--- src/rtl/dma_chan_pkg.sv ---
package dma_chan_pkg;
  localparam int DATA_W = 32;
  localparam int CNT_W = 12;
  localparam int WCODE_LSB = 12;

  typedef enum logic [1:0] {SEL_FETCH, SEL_READ, SEL_WRITE} busSel_e;

  typedef struct packed {
    logic accept;
    logic loadRegs;
    logic ptrFromReg;
    logic ptrFromNext;
    logic takeWord;
    logic takeData;
    logic stepElem;
  } ctrlStrobes_t;

  function automatic logic [2:0] widthBytes(input logic [1:0] code);
    case (code)
      2'd3: widthBytes = 3'd1;
      2'd2: widthBytes = 3'd2;
      default: widthBytes = 3'd4;
    endcase
  endfunction

  function automatic logic descBad(input logic [1:0] code, input logic [CNT_W-1:0] cnt,
                                   input logic [CNT_W-1:0] maxNarrow,
                                   input logic [CNT_W-1:0] maxWide);
    descBad = (code == 2'd1) || (cnt == '0) ||
              ((code == 2'd0) ? (cnt > maxWide) : (cnt > maxNarrow));
  endfunction
endpackage

--- src/rtl/dma_datapath.sv ---
module dma_datapath
  import dma_chan_pkg::*;
#(
  parameter logic [CNT_W-1:0] MAX_NARROW = 12'h3FF,
  parameter logic [CNT_W-1:0] MAX_WIDE = 12'h7FF
) (
  input  logic              clk,
  input  logic              rstN,
  input  ctrlStrobes_t      stb,
  input  busSel_e           busSel,
  input  logic              toDevice,
  input  logic [DATA_W-1:0] regDevAddr,
  input  logic [DATA_W-1:0] regMemAddr,
  input  logic [DATA_W-1:0] regSize,
  input  logic [DATA_W-1:0] regNext,
  input  logic [DATA_W-1:0] memRdata,
  output logic [DATA_W-1:0] memAddr,
  output logic [DATA_W-1:0] memWdata,
  output logic              wordLast,
  output logic              countLast,
  output logic              badIn,
  output logic              badLatched,
  output logic              followBit,
  output logic              irqBit
);
  logic [DATA_W-1:0] devQ, memQ, nextQ, ptrQ, dataQ;
  logic [1:0] codeQ, wordIdx;
  logic [CNT_W-1:0] countQ;
  logic dirQ;

  always_ff @(posedge clk) begin
    if (!rstN) begin
      devQ <= '0; memQ <= '0; nextQ <= '0; ptrQ <= '0; dataQ <= '0;
      codeQ <= '0; wordIdx <= '0; countQ <= '0; dirQ <= 1'b0;
    end else begin
      if (stb.accept) dirQ <= toDevice;
      if (stb.loadRegs) begin
        devQ <= regDevAddr;
        memQ <= regMemAddr;
        codeQ <= regSize[WCODE_LSB+1:WCODE_LSB];
        countQ <= regSize[CNT_W-1:0];
        nextQ <= regNext;
      end
      if (stb.ptrFromReg) begin
        ptrQ <= {regNext[DATA_W-1:2], 2'b00};
        wordIdx <= '0;
      end
      if (stb.ptrFromNext) begin
        ptrQ <= {nextQ[DATA_W-1:2], 2'b00};
        wordIdx <= '0;
      end
      if (stb.takeWord) begin
        case (wordIdx)
          2'd0: devQ <= memRdata;
          2'd1: memQ <= memRdata;
          2'd2: begin
            codeQ <= memRdata[WCODE_LSB+1:WCODE_LSB];
            countQ <= memRdata[CNT_W-1:0];
          end
          default: nextQ <= memRdata;
        endcase
        wordIdx <= wordIdx + 2'd1;
        ptrQ <= ptrQ + DATA_W'(4);
      end
      if (stb.takeData) dataQ <= memRdata;
      if (stb.stepElem) begin
        countQ <= countQ - 1'b1;
        memQ <= memQ + DATA_W'(widthBytes(codeQ));
      end
    end
  end

  always_comb begin
    case (busSel)
      SEL_READ: memAddr = dirQ ? memQ : devQ;
      SEL_WRITE: memAddr = dirQ ? devQ : memQ;
      default: memAddr = ptrQ;
    endcase
  end

  assign memWdata = dataQ;
  assign wordLast = (wordIdx == 2'd3);
  assign countLast = (countQ == CNT_W'(1));
  assign followBit = nextQ[1];
  assign irqBit = nextQ[0];
  assign badLatched = descBad(codeQ, countQ, MAX_NARROW, MAX_WIDE);
  assign badIn = descBad(regSize[WCODE_LSB+1:WCODE_LSB], regSize[CNT_W-1:0],
                         MAX_NARROW, MAX_WIDE);
endmodule

--- src/rtl/dma_control.sv ---
module dma_control
  import dma_chan_pkg::*;
(
  input  logic         clk,
  input  logic         rstN,
  input  logic         start,
  input  logic         sgMode,
  input  logic         devReq,
  input  logic         memAck,
  input  logic         wordLast,
  input  logic         countLast,
  input  logic         badIn,
  input  logic         badLatched,
  input  logic         followBit,
  input  logic         irqBit,
  output ctrlStrobes_t stb,
  output busSel_e      busSel,
  output logic         memReq,
  output logic         memWe,
  output logic         done,
  output logic         error,
  output logic [1:0]   state
);
  typedef enum logic [2:0] {ST_IDLE, ST_FETCH, ST_WAIT, ST_READ, ST_WRITE} ctlState_e;
  ctlState_e cur, nxt;
  logic sgQ, doneSet, errSet, chainOn;

  always_comb begin
    stb = '0;
    busSel = SEL_FETCH;
    memReq = 1'b0;
    memWe = 1'b0;
    nxt = cur;
    doneSet = 1'b0;
    errSet = 1'b0;
    chainOn = sgQ && followBit;
    case (cur)
      ST_IDLE: if (start) begin
        stb.accept = 1'b1;
        if (sgMode) begin
          stb.ptrFromReg = 1'b1;
          nxt = ST_FETCH;
        end else begin
          stb.loadRegs = 1'b1;
          if (badIn) begin
            doneSet = 1'b1;
            errSet = 1'b1;
          end else nxt = ST_WAIT;
        end
      end
      ST_FETCH: begin
        memReq = 1'b1;
        if (memAck) begin
          stb.takeWord = 1'b1;
          if (wordLast) begin
            if (badLatched) begin
              doneSet = 1'b1;
              errSet = 1'b1;
              nxt = ST_IDLE;
            end else nxt = ST_WAIT;
          end
        end
      end
      ST_WAIT: if (devReq) nxt = ST_READ;
      ST_READ: begin
        memReq = 1'b1;
        busSel = SEL_READ;
        if (memAck) begin
          stb.takeData = 1'b1;
          nxt = ST_WRITE;
        end
      end
      default: begin
        memReq = 1'b1;
        memWe = 1'b1;
        busSel = SEL_WRITE;
        if (memAck) begin
          stb.stepElem = 1'b1;
          if (countLast) begin
            doneSet = irqBit || !chainOn;
            if (chainOn) begin
              stb.ptrFromNext = 1'b1;
              nxt = ST_FETCH;
            end else nxt = ST_IDLE;
          end else nxt = ST_WAIT;
        end
      end
    endcase
  end

  always_ff @(posedge clk) begin
    if (!rstN) begin
      cur <= ST_IDLE;
      sgQ <= 1'b0;
      done <= 1'b0;
      error <= 1'b0;
    end else begin
      cur <= nxt;
      done <= doneSet;
      error <= errSet;
      if (stb.accept) sgQ <= sgMode;
    end
  end

  always_comb begin
    case (cur)
      ST_IDLE: state = 2'd0;
      ST_FETCH: state = 2'd1;
      ST_WAIT: state = 2'd2;
      default: state = 2'd3;
    endcase
  end
endmodule

--- src/rtl/desc_dma_channel.sv ---
module desc_dma_channel
  import dma_chan_pkg::*;
#(
  parameter logic [CNT_W-1:0] MAX_NARROW = 12'h3FF,
  parameter logic [CNT_W-1:0] MAX_WIDE = 12'h7FF
) (
  input  logic              clk,
  input  logic              rstN,
  input  logic              start,
  input  logic              sgMode,
  input  logic              toDevice,
  input  logic [DATA_W-1:0] regDevAddr,
  input  logic [DATA_W-1:0] regMemAddr,
  input  logic [DATA_W-1:0] regSize,
  input  logic [DATA_W-1:0] regNext,
  output logic              memReq,
  output logic              memWe,
  output logic [DATA_W-1:0] memAddr,
  output logic [DATA_W-1:0] memWdata,
  input  logic              memAck,
  input  logic [DATA_W-1:0] memRdata,
  input  logic              devReq,
  output logic              done,
  output logic              error,
  output logic [1:0]        state
);
  ctrlStrobes_t stb;
  busSel_e busSel;
  logic wordLast, countLast, badIn, badLatched, followBit, irqBit;

  dma_control i_ctl (
    .clk(clk), .rstN(rstN), .start(start), .sgMode(sgMode), .devReq(devReq),
    .memAck(memAck), .wordLast(wordLast), .countLast(countLast), .badIn(badIn),
    .badLatched(badLatched), .followBit(followBit), .irqBit(irqBit), .stb(stb),
    .busSel(busSel), .memReq(memReq), .memWe(memWe), .done(done), .error(error),
    .state(state)
  );

  dma_datapath #(.MAX_NARROW(MAX_NARROW), .MAX_WIDE(MAX_WIDE)) i_dp (
    .clk(clk), .rstN(rstN), .stb(stb), .busSel(busSel), .toDevice(toDevice),
    .regDevAddr(regDevAddr), .regMemAddr(regMemAddr), .regSize(regSize),
    .regNext(regNext), .memRdata(memRdata), .memAddr(memAddr), .memWdata(memWdata),
    .wordLast(wordLast), .countLast(countLast), .badIn(badIn), .badLatched(badLatched),
    .followBit(followBit), .irqBit(irqBit)
  );
endmodule

--- config.mk ---
export PLATFORM = sky130hd
export DESIGN_NAME = desc_dma_channel
export DESIGN_NICKNAME = d
export VERILOG_FILES = /design/src/rtl/dma_chan_pkg.sv /design/src/rtl/dma_datapath.sv /design/src/rtl/dma_control.sv /design/src/rtl/desc_dma_channel.sv
export SDC_FILE = /design/constraint.sdc
export NUM_CORES = 1
export LEC_CHECK = 0
export ABC_AREA = 1
export ABC_CLOCK_PERIOD_IN_PS = 4850
export CORE_MARGIN = 10
export CORE_UTILIZATION = 35
export DETAILED_ROUTE_END_ITERATION = 12
export HOLD_SLACK_MARGIN = 0.02
export PLACE_DENSITY = 0.56
export SKIP_CTS_REPAIR_TIMING = 1
export SYNTH_ARGS = -nofsm -noshare
export SYNTH_HDL_FRONTEND = slang
export SYNTH_SLANG_ARGS = --single-unit
--- constraint.sdc ---
create_clock -name clk -period 4.85 [get_ports clk]
set_input_delay 0.97 -clock clk [delete_from_list [all_inputs] [get_ports clk]]
set_output_delay 0.97 -clock clk [all_outputs]
set_load 0.01 [all_outputs]
==> metrics <==
worst-case setup margin in the final layout approximately 560 ps; average vias per placed instance about 5.3; count of cells along the worst register-to-register path 6; H-tree depth 4; final design instance area without fill ~15000 µm²; Combinational Power Share 41.0%; starting density of the core about 35%; TritonRoute pass-1 iters 5; number of antenna violations at the first check in global routing 4; die outline width between 200 and 250 µm; syn_nets ~2100; register share of total power 34.1%; Worst Setup Slack post-DPL ~1100 ps; kind of critical path reg -> out; final wirelength roughly 54000 µm; async set or reset register ratio after synthesis 0%; area of the die just over 40000 µm²; # clock sinks ~180; Period minus WS final about 4300 ps; number of cells traversed by the worst hold path 2; Max Cap Viol 0; power density over the cells approximately 400 nW/µm²; Die Height a little over 200 µm; clock transition at the register clock pins on the worst setup and hold paths after CTS around 90 ps; synthesis-to-finish area growth 25.1%; placed cell area 14200 µm²; ys flop type sky130_fd_sc_hd__dfxtp_1; clock latency on the worst-skew pair roughly 470 ps; number of distinct standard cells referenced by the synthesized netlist 43; Final Setup Violations 0; FF+latch count, synth ~180; Required @ worst endpoint roughly 3900 ps; maximum buffer depth of the clock tree 2; placed instance count 2505; TritonCTS clock tree done; Final Slew Violations 0; count of synthesis-stage warnings from yosys 0; number of buffer cells added on primary ports 218; Syn Std Cell Area 11800 µm²; total core area approximately 33000 µm²; run status finished clean; RSZ-0062 raised after global routing no; net switching power 2.60 mW; vias in the first global route 12800; routed length per instance around 21 µm; Sw Share a little over two fifths; initial DRC count approximately 1200; count of final hold-check violations 0; Crit. End Element output port; nature of the critical path startpoint flip-flop; global routing usage on met1 roughly 34%; leakage power total about 6 nW; met2 usage in global routing about 40%; number of flops mapped to enable cells by yosys 0; post-detailed-route DRC marker count 0; buffer cell driving the clock tree root sky130_fd_sc_hd__clkbuf_16; met3 capacity usage during global routing under 10%; number of rows in the core area 67; Detail Route Antenna Nets 0; highest clock frequency the design can meet 0.233 GHz; cell-internal power between 3 and 4 mW; Synth Area per Inst slightly above 6 µm²; path type of the worst min-delay path reg -> reg; gp weighted congestion 0.948; pin count of the biggest net entering global routing roughly 110; share of the clock period used by the worst path after layout around nine tenths; I/O pin count about 240; sequential element share of the synthesized area just over 30%; worst-case clock skew about 14 ps; via count of the routed design roughly 14000; most used routing layer in global routing met2; count of placed standard cells in the final layout, fillers left out 2540; share of cells above drive strength 1 about 3.8%; worst path arrival time 3320 ps; GR Overflow Total 0; Crit Path Max Fanout 24; wire length of the first global-routing pass approximately 81000 µm; GR Util All Layers between 20% and 30%; Worst Max-Slew Pin Slew 1190 ps; Post-layout nets roughly 2300; peak supply drop just over 0.3 mV; Worst slew margin 20.3%; portion of total power attributed to the clock network about a quarter; overall power of the completed layout 5.99 mW; clock buffers created by TritonCTS 17; number of instances in the synthesized netlist 1940; HPWL after DPL a little under 40000 µm; Fin Setup TNS 0 ps
[cells in the mapped netlist (all sizes together), types with 4 or more instances]
cell type    n  area [µm²]
a21oi      140         701
a311oi      34         298
a31oi        4        25.0
buf         62         342
clkbuf      61         230
dfxtp      181        3620
ha          11         138
inv        203         767
nand2      540        2040
nand3      137         703
nand4       48         315
nor2       243         961
nor3        37         195
o211ai      62         465
o21ai      120         601
o22ai       24         150
xor2        17         149
[final cells by class]
class                      count  area, µm²
tap                          448        561
antenna                        3       7.51
multi-input combinational   1431       6870
clock inverter                15        194
fill                        3568      18700
sequential                   181       3620
inverter                     205        777
clock buffer                  17        425
timing repair buffer         240       2340
[layout by cell type (no fill, tap or decap), types with 4 or more instances in the layout]
cell / instances
sky130_fd_sc_hd__nor2_2: 4
sky130_fd_sc_hd__nor2_1: 235
sky130_fd_sc_hd__inv_8: 4
sky130_fd_sc_hd__a31oi_1: 4
sky130_fd_sc_hd__nor3_1: 35
sky130_fd_sc_hd__dfxtp_1: 181
sky130_fd_sc_hd__clkdlybuf4s50_1: 216
sky130_fd_sc_hd__o21ai_0: 113
sky130_fd_sc_hd__nand2_1: 535
sky130_fd_sc_hd__a21oi_1: 140
sky130_fd_sc_hd__inv_1: 199
sky130_fd_sc_hd__nand2_2: 4
sky130_fd_sc_hd__o22ai_1: 24
sky130_fd_sc_hd__nand4_1: 47
sky130_fd_sc_hd__clkbuf_16: 17
sky130_fd_sc_hd__buf_4: 22
sky130_fd_sc_hd__o211ai_1: 62
sky130_fd_sc_hd__xor2_1: 16
sky130_fd_sc_hd__clkinv_8: 4
sky130_fd_sc_hd__ha_1: 11
sky130_fd_sc_hd__o21ai_1: 7
sky130_fd_sc_hd__nand3_1: 135
sky130_fd_sc_hd__a311oi_1: 34
[metal layers]
layer,up-vias,share of wire (%)
met5,-,0.063
met2,497,45
met1,6343,43
met4,6,4.1
li1,6652,-
met3,85,8.0
[state kept, by name, summed over array words and instances (netlist names)]
| name | flops |
|---|---|
| i_dp.codeQ | 2 |
| i_dp.countQ | 12 |
| i_ctl.cur | 3 |
| i_dp.wordIdx | 2 |
| i_ctl.error | 1 |
| i_dp.devQ | 32 |
| i_dp.memQ | 32 |
| i_dp.nextQ | 32 |
| i_dp.dirQ | 1 |
| i_dp.ptrQ | 30 |
| i_dp.memWdata | 32 |
| i_ctl.done | 1 |
| i_ctl.sgQ | 1 |
[metrics by stage]
stage | hold slack (ps) | util, %
floorplan | 452 | -
global placement | 450 | 42.4
detailed placement | 454 | 42.4
CTS | 468 | 44.2
global route | 483 | 44.2
finish | 464 | 44.2
[worst paths after layout]
path | from | end | slack, ps
max | i_ctl.cur[2] | memAddr[4] | 560
min | i_dp.memWdata[2] | i_dp.memWdata[2] | 460
max reg2reg | i_ctl.cur[2] | i_dp.ptrQ[17] | 1770
min reg2reg | i_dp.memWdata[2] | i_dp.memWdata[2] | 460
[worst max-delay path: stages, from the launching register on]
cell,delay [ps]
sky130_fd_sc_hd__dfxtp_1,730
sky130_fd_sc_hd__nor2_1,270
sky130_fd_sc_hd__inv_1,630
sky130_fd_sc_hd__o21ai_0,210
sky130_fd_sc_hd__o21ai_0,380
sky130_fd_sc_hd__clkdlybuf4s50_1,630
[kinds of logic (layout without fill, tap and decap cells)]
group	Yosys count	in the layout	synth area share, %
AO/OA/AOI/OAI	390	390	19.3
XOR/XNOR	19	19	1.41
adder cells (fa/ha/maj)	12	12	1.33
buffers and inverters	328	477	11.4
flip-flops	181	181	30.6
other	0	3	0
AND/OR/NAND/NOR	1010	1010	35.9
[power groups by stage]
stage | Clock, mW | Combinational [mW] | Sequential (mW)
after floorplan | 0 | 1.57 | 1.95
after global placement | 0 | 2.42 | 2.06
after detailed placement | 0 | 2.44 | 2.06
after CTS | 1.51 | 2.45 | 2.03
after global routing | 1.57 | 2.72 | 2.07
final | 1.49 | 2.45 | 2.04
Note: power is estimated with default switching activity, not from simulation.
